==> config.mk <==
export PLATFORM = sky130hd
export DESIGN_NAME = i2c_reg_target
export DESIGN_NICKNAME = d
export VERILOG_FILES = /design/src/rtl/i2c_tgt_pkg.sv /design/src/rtl/i2c_bus_sync.sv /design/src/rtl/i2c_txn_watchdog.sv /design/src/rtl/i2c_reg_bank.sv /design/src/rtl/i2c_tgt_fsm.sv /design/src/rtl/i2c_reg_target.sv
export SDC_FILE = /design/constraint.sdc
export NUM_CORES = 1
export LEC_CHECK = 0
export ABC_CLOCK_PERIOD_IN_PS = 7900
export BUFFER_PORTS_ARGS = -buffer_cell sky130_fd_sc_hd__buf_2
export CORE_UTILIZATION = 60
export CTS_CLUSTER_DIAMETER = 120
export CTS_CLUSTER_SIZE = 40
export DETAILED_ROUTE_END_ITERATION = 10
export HOLD_SLACK_MARGIN = 0.1
export PLACE_DENSITY = 0.77
export SETUP_SLACK_MARGIN = 0.3
export SLEW_MARGIN = 20
export SYNTH_ARGS = -nofsm -noshare
export SYNTH_HDL_FRONTEND = slang
export SYNTH_SLANG_ARGS = --single-unit
==> constraint.sdc <==
create_clock -name clk_i -period 7.9 [get_ports clk_i]
set_clock_uncertainty 0.05 [all_clocks]
set_input_delay 0.79 -clock clk_i [delete_from_list [all_inputs] [get_ports clk_i]]
set_output_delay 0.79 -clock clk_i [all_outputs]
set_load 0.05 [all_outputs]
==> src/rtl/i2c_tgt_pkg.sv <==
package i2c_tgt_pkg;
  typedef enum logic [2:0] {
    ST_IDLE, ST_ADDR, ST_WR, ST_ACK, ST_RD, ST_RACK
  } tgt_state_e;

  typedef enum logic [1:0] {
    PH_PTR_HI, PH_PTR_LO, PH_DATA
  } wr_phase_e;
endpackage

==> src/rtl/i2c_bus_sync.sv <==
module i2c_bus_sync #(
  parameter int SYNC_N = 2
) (
  input  logic clk_i,
  input  logic rst_ni,
  input  logic scl_i,
  input  logic sda_i,
  output logic scl_o,
  output logic sda_o,
  output logic start_o,
  output logic stop_o,
  output logic scl_rise_o,
  output logic scl_fall_o
);
  logic [SYNC_N-1:0] scl_ff, sda_ff;
  logic scl_d, sda_d;

  always_ff @(posedge clk_i or negedge rst_ni) begin
    if (!rst_ni) begin
      scl_ff <= '1;
      sda_ff <= '1;
      scl_d  <= 1'b1;
      sda_d  <= 1'b1;
    end else begin
      scl_ff <= {scl_ff[SYNC_N-2:0], scl_i};
      sda_ff <= {sda_ff[SYNC_N-2:0], sda_i};
      scl_d  <= scl_ff[SYNC_N-1];
      sda_d  <= sda_ff[SYNC_N-1];
    end
  end

  assign scl_o      = scl_ff[SYNC_N-1];
  assign sda_o      = sda_ff[SYNC_N-1];
  assign start_o    = scl_o && scl_d && sda_d && !sda_o;
  assign stop_o     = scl_o && scl_d && !sda_d && sda_o;
  assign scl_rise_o = scl_o && !scl_d;
  assign scl_fall_o = !scl_o && scl_d;
endmodule

==> src/rtl/i2c_txn_watchdog.sv <==
module i2c_txn_watchdog #(
  parameter int TW = 18
) (
  input  logic          clk_i,
  input  logic          rst_ni,
  input  logic          start_i,
  input  logic          stop_i,
  output logic          expire_o,
  output logic          timeout_o,
  output logic          armed_o,
  output logic          expired_o,
  output logic [TW-1:0] cnt_o
);
  logic          armed_q, expired_q, to_q;
  logic [TW-1:0] cnt_q;

  assign expire_o = armed_q && (cnt_q == '1);

  always_ff @(posedge clk_i or negedge rst_ni) begin
    if (!rst_ni) begin
      armed_q   <= 1'b0;
      expired_q <= 1'b0;
      to_q      <= 1'b0;
      cnt_q     <= '0;
    end else begin
      to_q <= 1'b0;
      if (armed_q) begin
        // repeated START ignored while armed
        if (expire_o) begin
          armed_q   <= 1'b0;
          expired_q <= 1'b1;
          to_q      <= 1'b1;
          cnt_q     <= '0;
        end else if (stop_i) begin
          armed_q <= 1'b0;
          cnt_q   <= '0;
        end else begin
          cnt_q <= cnt_q + 1'b1;
        end
      end else if (start_i) begin
        armed_q   <= 1'b1;
        expired_q <= 1'b0;
        cnt_q     <= '0;
      end
    end
  end

  assign timeout_o = to_q;
  assign armed_o   = armed_q;
  assign expired_o = expired_q;
  assign cnt_o     = cnt_q;
endmodule

==> src/rtl/i2c_reg_bank.sv <==
module i2c_reg_bank #(
  parameter int AW = 4,
  parameter int DW = 8
) (
  input  logic          clk_i,
  input  logic          rst_ni,
  input  logic          we_i,
  input  logic [AW-1:0] waddr_i,
  input  logic [DW-1:0] wdata_i,
  input  logic [AW-1:0] raddr_i,
  output logic [DW-1:0] rdata_o
);
  localparam int DEPTH = 1 << AW;

  logic [DW-1:0] mem_q [DEPTH];

  always_ff @(posedge clk_i or negedge rst_ni) begin
    if (!rst_ni) begin
      for (int i = 0; i < DEPTH; i++) mem_q[i] <= '0;
    end else if (we_i) begin
      mem_q[waddr_i] <= wdata_i;
    end
  end

  assign rdata_o = mem_q[raddr_i];
endmodule

==> src/rtl/i2c_tgt_fsm.sv <==
module i2c_tgt_fsm
  import i2c_tgt_pkg::*;
#(
  parameter logic [6:0] DEV_ADDR = 7'h36,
  parameter int         AW       = 4
) (
  input  logic          clk_i,
  input  logic          rst_ni,
  input  logic          scl_rise_i,
  input  logic          scl_fall_i,
  input  logic          sda_i,
  input  logic          start_i,
  input  logic          stop_i,
  input  logic          abort_i,
  input  logic [7:0]    rd_data_i,
  output logic [AW-1:0] addr_o,
  output logic          we_o,
  output logic [7:0]    wdata_o,
  output logic          sda_oe_o
);
  tgt_state_e state_q;
  wr_phase_e  phase_q;
  logic [3:0]  bit_cnt_q;
  logic [7:0]  shreg_q, txreg_q;
  logic [15:0] ptr_q;
  logic        rd_mode_q, oe_q;
  logic        byte_end, bus_evt;

  assign byte_end = scl_fall_i && (bit_cnt_q == 4'd8);
  assign bus_evt  = abort_i || start_i || stop_i;
  assign we_o     = !bus_evt && (state_q == ST_WR) && byte_end && (phase_q == PH_DATA);
  assign addr_o   = ptr_q[AW-1:0];
  assign wdata_o  = shreg_q;
  assign sda_oe_o = oe_q;

  always_ff @(posedge clk_i or negedge rst_ni) begin
    if (!rst_ni) begin
      state_q   <= ST_IDLE;
      phase_q   <= PH_PTR_HI;
      bit_cnt_q <= '0;
      shreg_q   <= '0;
      txreg_q   <= '0;
      ptr_q     <= '0;
      rd_mode_q <= 1'b0;
      oe_q      <= 1'b0;
    end else if (abort_i) begin
      state_q <= ST_IDLE;
      oe_q    <= 1'b0;
    end else if (start_i) begin
      state_q   <= ST_ADDR;
      bit_cnt_q <= '0;
      oe_q      <= 1'b0;
    end else if (stop_i) begin
      state_q <= ST_IDLE;
      oe_q    <= 1'b0;
    end else begin
      unique case (state_q)
        ST_ADDR, ST_WR: begin
          if (scl_rise_i && bit_cnt_q < 4'd8) begin
            shreg_q   <= {shreg_q[6:0], sda_i};
            bit_cnt_q <= bit_cnt_q + 4'd1;
          end else if (byte_end) begin
            bit_cnt_q <= '0;
            if (state_q == ST_ADDR) begin
              if (shreg_q[7:1] == DEV_ADDR) begin
                oe_q      <= 1'b1;
                state_q   <= ST_ACK;
                rd_mode_q <= shreg_q[0];
                phase_q   <= PH_PTR_HI;
              end else begin
                state_q <= ST_IDLE;
              end
            end else begin
              oe_q    <= 1'b1;
              state_q <= ST_ACK;
              unique case (phase_q)
                PH_PTR_HI: begin
                  ptr_q[15:8] <= shreg_q;
                  phase_q     <= PH_PTR_LO;
                end
                PH_PTR_LO: begin
                  ptr_q[7:0] <= shreg_q;
                  phase_q    <= PH_DATA;
                end
                default: ptr_q <= ptr_q + 16'd1;
              endcase
            end
          end
        end
        ST_ACK: begin
          if (scl_fall_i) begin
            bit_cnt_q <= '0;
            if (rd_mode_q) begin
              txreg_q <= rd_data_i;
              oe_q    <= ~rd_data_i[7];
              ptr_q   <= ptr_q + 16'd1;
              state_q <= ST_RD;
            end else begin
              oe_q    <= 1'b0;
              state_q <= ST_WR;
            end
          end
        end
        ST_RD: begin
          if (scl_rise_i) begin
            bit_cnt_q <= bit_cnt_q + 4'd1;
          end else if (scl_fall_i) begin
            if (bit_cnt_q == 4'd8) begin
              oe_q      <= 1'b0;
              bit_cnt_q <= '0;
              state_q   <= ST_RACK;
            end else begin
              oe_q <= ~txreg_q[3'd7 - bit_cnt_q[2:0]];
            end
          end
        end
        ST_RACK: begin
          if (scl_rise_i) state_q <= sda_i ? ST_IDLE : ST_ACK;
        end
        default: ;
      endcase
    end
  end
endmodule

==> src/rtl/i2c_reg_target.sv <==
module i2c_reg_target #(
  parameter logic [6:0] DEV_ADDR  = 7'h36,
  parameter int         TIMEOUT_W = 18,
  parameter int         REG_AW    = 4
) (
  input  logic clk_i,
  input  logic rst_ni,
  input  logic scl_i,
  input  logic sda_i,
  output logic sda_oe_o,
  output logic timeout_o
);
  logic scl_s, sda_s, start_p, stop_p, scl_rise, scl_fall;
  logic wd_expire, wd_armed, wd_expired;
  logic [TIMEOUT_W-1:0] wd_cnt;
  logic [REG_AW-1:0]    reg_addr;
  logic                 reg_we;
  logic [7:0]           reg_wdata, reg_rdata;

  i2c_bus_sync #(.SYNC_N(2)) u_sync (
    .clk_i      (clk_i),
    .rst_ni     (rst_ni),
    .scl_i      (scl_i),
    .sda_i      (sda_i),
    .scl_o      (scl_s),
    .sda_o      (sda_s),
    .start_o    (start_p),
    .stop_o     (stop_p),
    .scl_rise_o (scl_rise),
    .scl_fall_o (scl_fall)
  );

  i2c_txn_watchdog #(.TW(TIMEOUT_W)) u_wd (
    .clk_i     (clk_i),
    .rst_ni    (rst_ni),
    .start_i   (start_p),
    .stop_i    (stop_p),
    .expire_o  (wd_expire),
    .timeout_o (timeout_o),
    .armed_o   (wd_armed),
    .expired_o (wd_expired),
    .cnt_o     (wd_cnt)
  );

  i2c_tgt_fsm #(.DEV_ADDR(DEV_ADDR), .AW(REG_AW)) u_fsm (
    .clk_i      (clk_i),
    .rst_ni     (rst_ni),
    .scl_rise_i (scl_rise),
    .scl_fall_i (scl_fall),
    .sda_i      (sda_s),
    .start_i    (start_p),
    .stop_i     (stop_p),
    .abort_i    (wd_expire),
    .rd_data_i  (reg_rdata),
    .addr_o     (reg_addr),
    .we_o       (reg_we),
    .wdata_o    (reg_wdata),
    .sda_oe_o   (sda_oe_o)
  );

  i2c_reg_bank #(.AW(REG_AW), .DW(8)) u_bank (
    .clk_i   (clk_i),
    .rst_ni  (rst_ni),
    .we_i    (reg_we),
    .waddr_i (reg_addr),
    .wdata_i (reg_wdata),
    .raddr_i (reg_addr),
    .rdata_o (reg_rdata)
  );
endmodule

# Word-level counts from Yosys, hierarchy flattened
# Cells that the tools add are included.
# classes
div_mod_pow	0
muxes	66
multipliers	0
order_cmp	4
n_bitwise	7
n_addsub	4
shifts	0
eq_ne	31
reduce_logical	38
# op_table
cell	count
128-bit bitwise mux	1
16-bit two-way mux	5
18-bit two-way mux	4
3-bit two-way mux	11
8-bit binary-select mux with 4-bit select	1
8-bit demux with 4-bit select	1
4-bit two-way mux	8
16-bit one-hot mux with 2 select lines	1
8-bit one-hot mux with 2 select lines	2
5-bit by 1-bit != test with 1-bit output, second input constant	5
8-bit two-way mux	3
8-bit AND reduction	3
10-bit AND reduction	2
1-bit two-way mux	19
18-bit by 1-bit adder with 18-bit output, second input constant	1
18-bit == test, second input constant	1
16-bit by 1-bit adder with 16-bit output, second input constant	1
1-bit logical AND	14
7-bit AND reduction	2
4-bit by 1-bit != test with 1-bit output, second input constant	3
3-bit one-hot mux with 4 select lines	1
4-bit one-hot mux with 3 select lines	1
2-bit two-way mux	5
2-bit != test, second input constant	5
34 further kinds	50
# totals
latchBits	0
n_memories	0
ram_bits	0
romBits	0
ff_bits	197
word_cells	182
out_inout_bits	2
inputBits	4

# Depth between registers and ports, before layout
# Gate-level depths: netlist of the first run.
# logic_depth
ltp_word	11
depth_mapped	10
ltp_nobuf	8

# Hierarchy
# A second synthesis of the first run with hierarchy kept.
# unflattened
cells_unflattened	680
area_unflattened_um2	9092.5
# by_module_without_submodules
mod	seq_area_each_um2	area_each_um2	cells_each	n_inst
i2c_reg_bank	3203.1	5870.6	365	1
i2c_tgt_fsm	775.7	1894.3	185	1
i2c_txn_watchdog	525.5	1134.8	120	1
i2c_bus_sync	157.7	192.7	10	1

# Least setup slack after synthesis of the first run
# No wires, ideal clock.
# synth_timing
kind	register -> register
start	register u_wd.cnt_q[0], in the netlist u_wd.cnt_o[0]
end	register u_bank.mem_q[64] (netlist name)
t_arrival_ns	2.517
period_less_slack_ns	2.692
path_slack_ns	5.208
stages_incl_launch_ff	11
t_required_ns	7.725
setup_time_ns	0.125
n_path_buf	3
path_cell_list	dfrtp_1 -> ha_1 -> nand3_1 -> or4_1 -> buf_2 -> o21ai_4 -> and4bb_4 -> buf_6 -> and4b_1 -> buf_6 -> mux2_4
# synth_between
elab_chain_len	8
# synth_rtl
item	line_no	text
start, declared	i2c_txn_watchdog.sv:15	logic [TW-1:0] cnt_q;
start signal, assigned	i2c_txn_watchdog.sv:38	cnt_q <= cnt_q + 1'b1;
18-bit == test	i2c_txn_watchdog.sv:17	assign expire_o = armed_q && (cnt_q == '1);
1-bit logical AND	i2c_txn_watchdog.sv:17	
1-bit logical OR (2 in a row)	i2c_tgt_fsm.sv:30	assign bus_evt = abort_i || start_i || stop_i;
1-bit zero test	i2c_tgt_fsm.sv:31	assign we_o = !bus_evt && (state_q == ST_WR) && byte_end && (phase_q == PH_DATA);
1-bit logical AND (3 in a row)	i2c_tgt_fsm.sv:31	
end signal, assigned by index	i2c_reg_bank.sv:21	mem_q[waddr_i] <= wdata_i;
end, declared	i2c_reg_bank.sv:15	logic [DW-1:0] mem_q [DEPTH];
# No other way between the ends.
# A chain may end at the register's enable or synchronous reset.

# Final worst setup path of the first run
# layout_timing
start	register u_wd.cnt_q[0], in the netlist u_wd.cnt_o[0]
end	register u_bank.mem_q[54] (netlist name)
# The elaborated chain is that of the path after synthesis.

==> reports/results.ini, run 1 <==
[outcome]
status=complete, no violations

[sta]
hold_viol=0
post-route-min-period_ns=3.09
setup_ws_ns=4.81
min_period_over_period_pct=39.1
max_slew_margin_pct=38.7
worst_pin_slew_ns=0.919
max_freq_mhz=324
finalSetupViolCount=0
slew_viol_final=0
fin_setup_tns_ns=0
hold-worst-slack_ns=0.308
rsz0062_at_grt=false

[critical_path]
worstSetupPathType=reg -> reg
path_buf_inv=0
end_kind=flop
required_ns=8.18
critPathLaunch=u_wd.cnt_o[0]
worstPathArrival_ns=3.36
cp_cell_sequence=ha_1 -> nand3_1 -> or4_1 -> o21ai_4 -> and4bb_4 -> and3_1 -> mux2_4
cp-start-kind=flop
max_stage_delay_ns=0.67
cp_slowest_cell=or4_1
cp_top_family=simple AND/OR/NAND/NOR gates
rr_startpoint=u_wd.cnt_o[0]
path_max_fanout=16

[logic_synthesis]
synth_nets=686
syn-instance-count=673
syn-cell-area_sq_um=9230
synth_edf_count=0
synth_warnings=0
synthArstFlopShare_pct=100
synth_flop_cell=dfrtp_1
synth_cell_types=65
yosys_register_bits=185
synth-seq-area-share_pct=50.3
synth_area_per_cell_sq_um=13.7
synth_top_cell_area_share_pct=48.6
ys_top_cells_by_area=dfrtp_1 (49%), mux2_2 (12%), mux4_2 (10%)
synth_top_cell_by_area=dfrtp_1

[power_and_ir_drop]
peakVddDrop_uv=171
switchingPower_uw=631
p_comb_share_pct=6.8
p_int_uw=1520
power_density_nw_per_um2=218
leakage_uw=0.00444
p_seq_share_pct=53.0
sw_frac_of_total_pct=29.3
clockPowerShare_pct=40.2

[cells_and_area]
n_fill_cell=1022
nNetsFinal=662
drive_above_1_share_pct=37.9
multi_input_area_sq_um=4290
synthToLayoutAreaGrowth_pct=6.92
seq_area_sq_um=4640
antennaDiodeCount=0
post-route-util_pct=66.9

[global_route]
grt_pass1_vias=5709
track_usage_pct=25.9
antenna_found_initial=0
grt_pass1_wl_microns=31200
grt.overflow.total=0
grt_max_degree=98

[die]
die_x_microns=126
rows=44
core_area_sq_um=14800
die_area_sq_um=15900
die_h_microns=126
initial_core_util_pct=62.5
ios=6

[clocking]
cts_root_buf=clkbuf_16
clk_path_buf_depth=2
cts.sink_count=185
cts_tree=done
cts_buffers=17
holdBufCountCts=0
clock_latency_ns=0.44
htreeDepth=4
cts_setup_buffers=0
clk_pin_slew_ns=0.07
cts_resized=0

[drt]
postRouteAntennaNets=0
wirelength_microns=18700
wire_per_inst_microns=22.2
drt_pass1_iterations=5
vias=5481
vias_per_cell=6.48
drc=0
drt_iter0_drc=343

[min_path]
hold_path.class=reg -> reg
hp-start=u_sync.scl_ff[0]

[flow_run]
max_cap_viol_count=0

[placement]
place_congestion=0.844
place_ws_ns=4.86
post-dp-hpwl_microns=11800
portBuffers=5

## placed cells by master (no fill, tap or decap), drive strengths merged, types with 3 or more instances in the layout
master,Yosys,layout
buf,21,9
and2,3,3
and3,7,7
o21ai,32,32
o41ai,4,4
a21oi,18,18
xnor2,3,3
nand3,17,17
dfrtp,179,179
mux2,145,145
a211oi,4,4
nor3,4,4
nor3b,3,3
mux4,41,41
nor2,18,18
or4,4,4
nor2b,14,14
or2,3,3
o31ai,11,11
and4,4,4
inv,13,21
nand4,3,3
dfstp,6,6
clkbuf,31,18
ha,9,9
and4b,4,4
nor4b,4,4
nand2,30,30
nand2b,8,8
## final cells by class
type,instances,area share (%)
timing repair buffer,9,0.660
tap,184,2.33
sequential,185,47.0
multi-input combinational,423,43.5
clock inverter,14,1.64
inverter,13,0.495
clock buffer,18,4.35
## metal layers
layer  track usage [%]  up-vias  part of all wire (%)
met2              41.8      123                    49
met5                 0        -                     0
met4              7.09        0                   1.3
met3              5.82       22                   4.2
li1                  -     2439                     -
met1              35.5     2897                    45
## stage by stage
| step | area [sq um] | power [uW] | std cells |
|---|---|---|---|
| final | 9860 | 2150 | 846 |
| after global routing | 9860 | 2230 | 846 |
| after CTS | 9850 | 2160 | 846 |
| after global placement | 9260 | 1280 | 814 |
| after detailed placement | 9260 | 1300 | 814 |
| after floorplan | 9230 | 1210 | 673 |
## state kept, by name, indices dropped and copies added, names as in the netlist
register and count:
u_fsm.phase_q 2, u_fsm.sda_oe_o 1, u_wd.cnt_o 18, u_fsm.wdata_o 8
u_fsm.state_q 3, u_sync.scl_d 1, u_fsm.rd_mode_q 1, u_wd.armed_o 1
u_sync.sda_ff 2, u_sync.sda_d 1, u_fsm.txreg_q 8, u_wd.timeout_o 1
u_bank.mem_q 128, u_sync.scl_ff 2, u_fsm.bit_cnt_q 4, u_fsm.ptr_q 4
## path summary, 6_finish.rpt
| kind | endpoint | slack (ns) | cells after the start |
|---|---|---|---|
| hold / removal | u_sync.scl_ff[1] | 0.31 | 0 |
| max in group asynchronous | u_fsm.ptr_q[0] | 6.08 | 2 |
| hold reg to reg | u_sync.scl_ff[1] | 0.31 | 0 |
| setup reg to reg | u_bank.mem_q[54] | 4.81 | 7 |
| min in group asynchronous | u_bank.mem_q[67] | 0.39 | 1 |
| setup / recovery | u_bank.mem_q[54] | 4.81 | 7 |
## logic make-up after synthesis
kind of cell | count (synthesis) | share of synthesized area (%)
XOR/XNOR | 5 | 0.475
AND/OR/NAND/NOR | 134 | 8.75
multiplexers | 188 | 29.9
AO/OA/AOI/OAI | 86 | 5.98
adder cells (fa/ha/maj) | 10 | 1.33
buffers and inverters | 65 | 3.32
flip-flops | 185 | 50.3
## Yosys cell counts, types with 4 or more instances
| cell | n |
|---|---|
| nand2b_1 | 8 |
| buf_1 | 6 |
| nand3_1 | 14 |
| mux2_2 | 96 |
| o41ai_1 | 4 |
| buf_2 | 8 |
| a21oi_1 | 18 |
| inv_1 | 13 |
| nor3_1 | 4 |
| and3_1 | 7 |
| nand2_1 | 28 |
| dfrtp_1 | 179 |
| o21ai_0 | 30 |
| and4_1 | 4 |
| or4_1 | 4 |
| dfstp_2 | 6 |
| ha_1 | 9 |
| nor2b_1 | 14 |
| and4b_1 | 4 |
| nor2_1 | 18 |
| o31ai_1 | 11 |
| buf_6 | 7 |
| mux4_2 | 41 |
| mux2_4 | 48 |
| clkbuf_1 | 31 |
## power groups by stage
stage               clock network [uW]  logic (uW)  registers [uW]
CTS                                872         147            1140
detailed placement                   0         145            1150
floorplan                            0         182            1030
finish                             864         147            1140
global placement                     0         136            1150
global route                       909         163            1150
No activity file was read; power rests on OpenSTA's default activity.
==> inputs of run 2 (changes only) <==
--- a/config.mk
+++ b/config.mk
@@ -5,7 +5,7 @@
 export SDC_FILE = /design/constraint.sdc
 export NUM_CORES = 1
 export LEC_CHECK = 0
-export ABC_CLOCK_PERIOD_IN_PS = 7900
+export ABC_CLOCK_PERIOD_IN_PS = 3100
 export BUFFER_PORTS_ARGS = -buffer_cell sky130_fd_sc_hd__buf_2
 export CORE_UTILIZATION = 60
 export CTS_CLUSTER_DIAMETER = 120
==> constraint.sdc (replaced) <==
create_clock -name clk_i -period 3.1 [get_ports clk_i]
set_clock_uncertainty 0.05 [all_clocks]
set_input_delay 0.31 -clock clk_i [delete_from_list [all_inputs] [get_ports clk_i]]
set_output_delay 0.31 -clock clk_i [all_outputs]
set_load 0.05 [all_outputs]
==> run 2 against run 1 <==
Combinational power grew to 5.0 times the previous value. Cell count is 3.2% higher. Routed wire length rose by 4.5%. Critical path depth is 1 higher. Non-clock buffer count grew 27. Core utilization up 1.9 points. Die area is the same. Clock power is 140% higher. Power grew to 2.5 times the previous value. First-iteration DRC count grew 36%. Largest power group unchanged. Worst setup slack lost 4.4 ns.
==> reports/results.ini, run 2 (same netlist as run 1, synthesis figures left out) <==
[die]
die_x_microns=126  ; unchanged
core_area_sq_um=14800  ; unchanged
die_h_microns=126  ; unchanged
die_area_sq_um=15900  ; unchanged
initial_core_util_pct=62.5  ; unchanged
rows=44  ; unchanged
ios=6  ; unchanged

[power_and_ir_drop]
leakage_uw=0.00458  ; +3.3%
peakVddDrop_uv=384  ; +120%
power_density_nw_per_um2=538  ; +150%

[cells_and_area]
synthToLayoutAreaGrowth_pct=9.94
final_common_cell=dfrtp_1
nNetsFinal=690  ; +4.2%
seq_area_sq_um=4640  ; unchanged
antennaDiodeCount=0  ; unchanged
largest_reg_flops=128  ; unchanged
n_fill_cell=1008  ; -1.4%
drive_above_1_share_pct=41.4  ; +3.4 points
multi_input_area_sq_um=4360  ; +1.6%
final_cell_mix=dfrtp_1 (178), mux2_2 (96), mux2_4 (48), mux4_2 (41), o21ai_0 (30)
regMostFlops=u_bank.mem_q

[critical_path]
reg2reg_slack_ns=0.39  ; -4.42 ns
path_max_fanout=8  ; -8
reg2reg_depth=8  ; +1
crit_end=u_bank.mem_q[54]
worstPathArrival_ns=2.99  ; -0.37 ns
critPathLaunch=u_wd.cnt_o[1]
cp-start-kind=flop
end_kind=flop
r2r-end=u_bank.mem_q[54]
worstSetupPathType=reg -> reg
rr_startpoint=u_wd.cnt_o[1]
required_ns=3.38  ; -4.80 ns

[sta]
slew_viol_final=0  ; unchanged
hold_viol=0  ; unchanged
fin_setup_tns_ns=0  ; unchanged
max_freq_mhz=369  ; +14%
min_period_over_period_pct=87.4  ; +48 points
worst_pin_slew_ns=0.848  ; -0.0714 ns
post-route-min-period_ns=2.71  ; -0.380 ns
setup_ws_ns=0.390  ; -4.42 ns
max_slew_margin_pct=43.5  ; +4.8 points
rsz0062_at_grt=false
finalSetupViolCount=0  ; unchanged

[outcome]
status=complete, no violations

[placement]
place_congestion=0.818  ; -3.2%
portBuffers=5  ; unchanged
post-dp-hpwl_microns=12500  ; +6.5%
place_ws_ns=0.160  ; -4.70 ns

[clocking]
cts_buffers=17  ; unchanged
htreeDepth=4  ; unchanged
cts_tree=done
cts.sink_count=185  ; unchanged
clk_pin_slew_ns=0.07  ; about the same
clock_latency_ns=0.45  ; about the same
cts_root_buf=clkbuf_16
clk_path_buf_depth=2  ; unchanged

[global_route]
grt_pass1_vias=5821  ; +2.0%
track_usage_pct=26.4  ; +0.55 points
grt.overflow.total=0  ; unchanged
antenna_found_initial=0  ; unchanged
grt_pass1_wl_microns=31600  ; +1.2%
grt_max_degree=57  ; -42%

[drt]
drc=0  ; unchanged
postRouteAntennaNets=0  ; unchanged
wirelength_microns=19600  ; +4.5%
drt_iter0_drc=467  ; +36%
vias_per_cell=6.49  ; +0.16%
vias=5665  ; +3.4%
drt_pass1_iterations=6  ; +1
wire_per_inst_microns=22.4  ; +1.3%

[min_path]
hp-start=u_sync.scl_ff[0]
hold_path.class=reg -> reg

[flow_run]
max_cap_viol_count=0  ; unchanged

-- run 2: worst min-delay path by stage --
stage / endpoint / slack [ns] / cells past startpoint
floorplan: u_bank.mem_q[0] / -0.04 / 0
global placement: u_bank.mem_q[90] / 0.25 / 1
detailed placement: u_bank.mem_q[90] / 0.26 / 1
CTS: u_sync.scl_ff[1] / 0.31 / 0
global route: u_sync.scl_ff[1] / 0.32 / 0
finish: u_sync.scl_ff[1] / 0.31 / 0
-- run 2: power breakdown --
| part | internal [uW] | switching (uW) | total, uW |
|---|---|---|---|
| Sequential | 2500 | 144 | 2650 |
| Clock | 1140 | 943 | 2080 |
| Combinational | 238 | 491 | 729 |
| Total | 3880 | 1580 | 5460 |
-- run 2: cell type report --
class                   count  area share, %
clock buffers              20           4.50
clock inverters            11          0.975
inverters                  13          0.481
multi-input cells         424           43.0
flip-flops and latches    185           45.7
well taps                 184           2.27
repair buffers             36           3.05
-- run 2: repair_timing --
| item | 4_1_cts | 5_1_grt |
|---|---|---|
| endpoints found under the setup margin | 88 | 125 |
| setup buffers | 0 | 1 |
| cloned | 0 | 1 |
| hold endpoints to repair | 52 | 0 |
| pin swaps | 0 | 2 |
| gates resized for setup | 7 | 13 |
| hold buffers | 3 | 0 |
-- run 2: critical path: stages, from the launching register on --
cell and delay, ns:
dfrtp_1 0.41, ha_2 0.23, nand3_1 0.15, or4_4 0.58, o21ai_4 0.23, and4bb_4 0.26
and3_1 0.18, buf_4 0.20, mux2_4 0.31
-- run 2: per-layer routing --
layer | GRT usage, % | vias to the layer above | part of all wire (%) | wire [microns]
li1 | - | 2499 | - | -
met1 | 36.0 | 2957 | 43 | 8440
met2 | 42.0 | 179 | 50 | 9790
met3 | 5.78 | 30 | 5.2 | 1020
met4 | 9.71 | 0 | 1.8 | 345
met5 | 0 | - | 0 | 0
-- run 2: through the flow --
step | utilization [%] | total power (uW) | cell area, sq um | instances | hold WS [ns]
global placement | 64.2 | 3350 | 9470 | 837 | 0.253
CTS | 68.2 | 5480 | 10100 | 871 | 0.309
detailed placement | 64.2 | 3400 | 9470 | 837 | 0.259
global route | 68.7 | 5660 | 10100 | 873 | 0.316
finish | 68.7 | 5460 | 10100 | 873 | 0.308
floorplan | - | 3080 | 9230 | 673 | -0.0356
==> inputs of run 3 (changes only) <==
--- a/config.mk
+++ b/config.mk
@@ -5,7 +5,7 @@
 export SDC_FILE = /design/constraint.sdc
 export NUM_CORES = 1
 export LEC_CHECK = 0
-export ABC_CLOCK_PERIOD_IN_PS = 3100
+export ABC_CLOCK_PERIOD_IN_PS = 3140
 export BUFFER_PORTS_ARGS = -buffer_cell sky130_fd_sc_hd__buf_2
 export CORE_UTILIZATION = 60
 export CTS_CLUSTER_DIAMETER = 120
==> constraint.sdc (replaced) <==
create_clock -name clk_i -period 3.14 [get_ports clk_i]
set_clock_uncertainty 0.05 [all_clocks]
set_input_delay 0.314 -clock clk_i [delete_from_list [all_inputs] [get_ports clk_i]]
set_output_delay 0.314 -clock clk_i [all_outputs]
set_load 0.05 [all_outputs]
==> run 3 against run 2 <==
Global-route usage up 0.30 points. Via count hardly changed. Critical path type unchanged. First-iteration DRC count rose by 7.3%. Largest cell class unchanged. Register-to-register slack about the same. Critical path depth did not move. Die area stayed put. Combinational power fell by 6.2%. Sequential power barely moved. Sequential share of layout area about the same. Cell area hardly changed. Clock-buffer cell count shrank 2.
==> reports/results.ini, run 3 (same netlist as run 1, synthesis figures left out) <==
[clocking]
cts_root_buf=clkbuf_16
clk_pin_slew_ns=0.07  ; about the same
clock_latency_ns=0.44  ; about the same
cts_tree=done
cts_buffers=17  ; unchanged
cts.sink_count=185  ; unchanged
htreeDepth=4  ; unchanged
clk_path_buf_depth=2  ; unchanged

[cells_and_area]
antennaDiodeCount=0  ; unchanged
seq_area_sq_um=4640  ; unchanged
regMostFlops=u_bank.mem_q
largest_reg_flops=128  ; unchanged
nNetsFinal=684  ; -0.87%
final_cell_area_sq_um=10200  ; about the same
multi_input_area_sq_um=4350  ; -0.26%
n_fill_cell=981  ; -2.7%
final_cell_mix=dfrtp_1 (178), mux2_2 (96), mux2_4 (48), mux4_2 (41), o21ai_0 (30)
synthToLayoutAreaGrowth_pct=10.0  ; about the same
post-route-util_pct=68.8  ; about the same
final_common_cell=dfrtp_1
drive_above_1_share_pct=41.1  ; -0.28 points

[drt]
vias=5668  ; +0.053%
wirelength_microns=19600  ; +0.16%
postRouteAntennaNets=0  ; unchanged
wire_per_inst_microns=22.6  ; +0.74%
drc=0  ; unchanged
drt_pass1_iterations=5  ; -1
drt_iter0_drc=501  ; +7.3%
vias_per_cell=6.53  ; +0.63%

[die]
die_x_microns=126  ; unchanged
rows=44  ; unchanged
initial_core_util_pct=62.5  ; unchanged
ios=6  ; unchanged
die_h_microns=126  ; unchanged
die_area_sq_um=15900  ; unchanged
core_area_sq_um=14800  ; unchanged

[global_route]
grt_pass1_vias=5846  ; +0.43%
grt.overflow.total=0  ; unchanged
track_usage_pct=26.7  ; +0.30 points
grt_max_degree=80  ; +40%
grt_pass1_wl_microns=32100  ; +1.5%
antenna_found_initial=0  ; unchanged

[power_and_ir_drop]
power_density_nw_per_um2=552  ; +2.5%
leakage_uw=0.00458  ; about the same
power_uw=5600  ; +2.6%
peakVddDrop_uv=617  ; +61%

[sta]
max_freq_mhz=364  ; -1.3%
hold-worst-slack_ns=0.307  ; -0.00112 ns
max_slew_margin_pct=36.3  ; -7.1 points
rsz0062_at_grt=true
min_period_over_period_pct=87.4  ; about the same
hold_viol=0  ; unchanged
worst_pin_slew_ns=0.955  ; +0.107 ns
post-route-min-period_ns=2.75  ; +0.0357 ns
finalSetupViolCount=0  ; unchanged
fin_setup_tns_ns=0  ; unchanged
slew_viol_final=0  ; unchanged

[critical_path]
worstSetupPathType=reg -> reg
path_max_fanout=8  ; unchanged
required_ns=3.42  ; +0.04 ns
cp-start-kind=flop
end_kind=flop
worstPathArrival_ns=3.02  ; +0.03 ns

[placement]
post-dp-hpwl_microns=12600  ; +0.49%
portBuffers=5  ; unchanged
place_congestion=0.833  ; +1.9%
postPlaceCellArea_sq_um=9430  ; -0.48%

[flow_run]
max_cap_viol_count=0  ; unchanged

[min_path]
hold_path.class=reg -> reg

[outcome]
status=complete, no violations

run 3: changes by cell type in the layout (fill, tap and decap cells not counted), moves of 3 or more:
cell        change
and4_4          -4
inv_6           +5
and4_2          +4
clkinvlp_4      -3
buf_4           -6
run 3: final cells by class:
type,instances,share of cell area (%)
clock buffers,18,4.33
clock inverters,14,1.79
inverters,13,0.481
multi-input cells,424,42.8
flip-flops and latches,185,45.7
well taps,184,2.27
repair buffers,30,2.60
run 3: through the flow:
| step | setup WS, ns | instances |
|---|---|---|
| 6_report | 0.395 | 868 |
| 5_1_grt | 0.281 | 868 |
| 4_1_cts | 0.311 | 866 |
| 3_5_place_dp | 0.173 | 831 |
| 3_3_place_gp | 0.241 | 831 |
| 2_1_floorplan | 0.448 | 673 |
run 3: what timing repair did:
action | CTS | global route
pin swaps | 0 | 2
resized for setup | 8 | 9
setup endpoints to repair | 63 | 139
hold endpoints to repair | 78 | 0
hold buffers | 3 | 0
buffers inserted | 0 | 1
cloned | 0 | 1
run 3: worst max-delay path, cell delays in order, from the launching register on:
cell and delay [ns]:
dfrtp_1 0.42, ha_1 0.24, nand3_1 0.17, or4_4 0.58
o21ai_4 0.23, and4bb_4 0.26, and3_1 0.18, buf_4 0.20
mux2_4 0.31
run 3: worst paths after layout:
kind	startpoint	end	slack (ns)	cells after the start
max in group asynchronous	rst_ni	u_bank.mem_q[115]	1.59	3
worst max register to register	u_wd.cnt_o[0]	u_bank.mem_q[40]	0.39	8
worst min-delay path	u_sync.scl_ff[0]	u_sync.scl_ff[1]	0.31	0
worst min register to register	u_sync.scl_ff[0]	u_sync.scl_ff[1]	0.31	0
worst max-delay path	u_wd.cnt_o[0]	u_bank.mem_q[40]	0.39	8
min in group asynchronous	rst_ni	u_bank.mem_q[78]	0.44	2
run 3: power breakdown:
group          internal [uW]  switching [uW]
Clock                   1290             978
Combinational            229             455
Sequential              2470             178
run 3: per-layer routing:
layer	track usage, %	routed length (microns)	vias up
met1	37.2	8470	2958
met2	41.7	9610	194
li1	-	-	2482
met4	8.65	379	0
met5	0	0	-
met3	6.58	1160	34
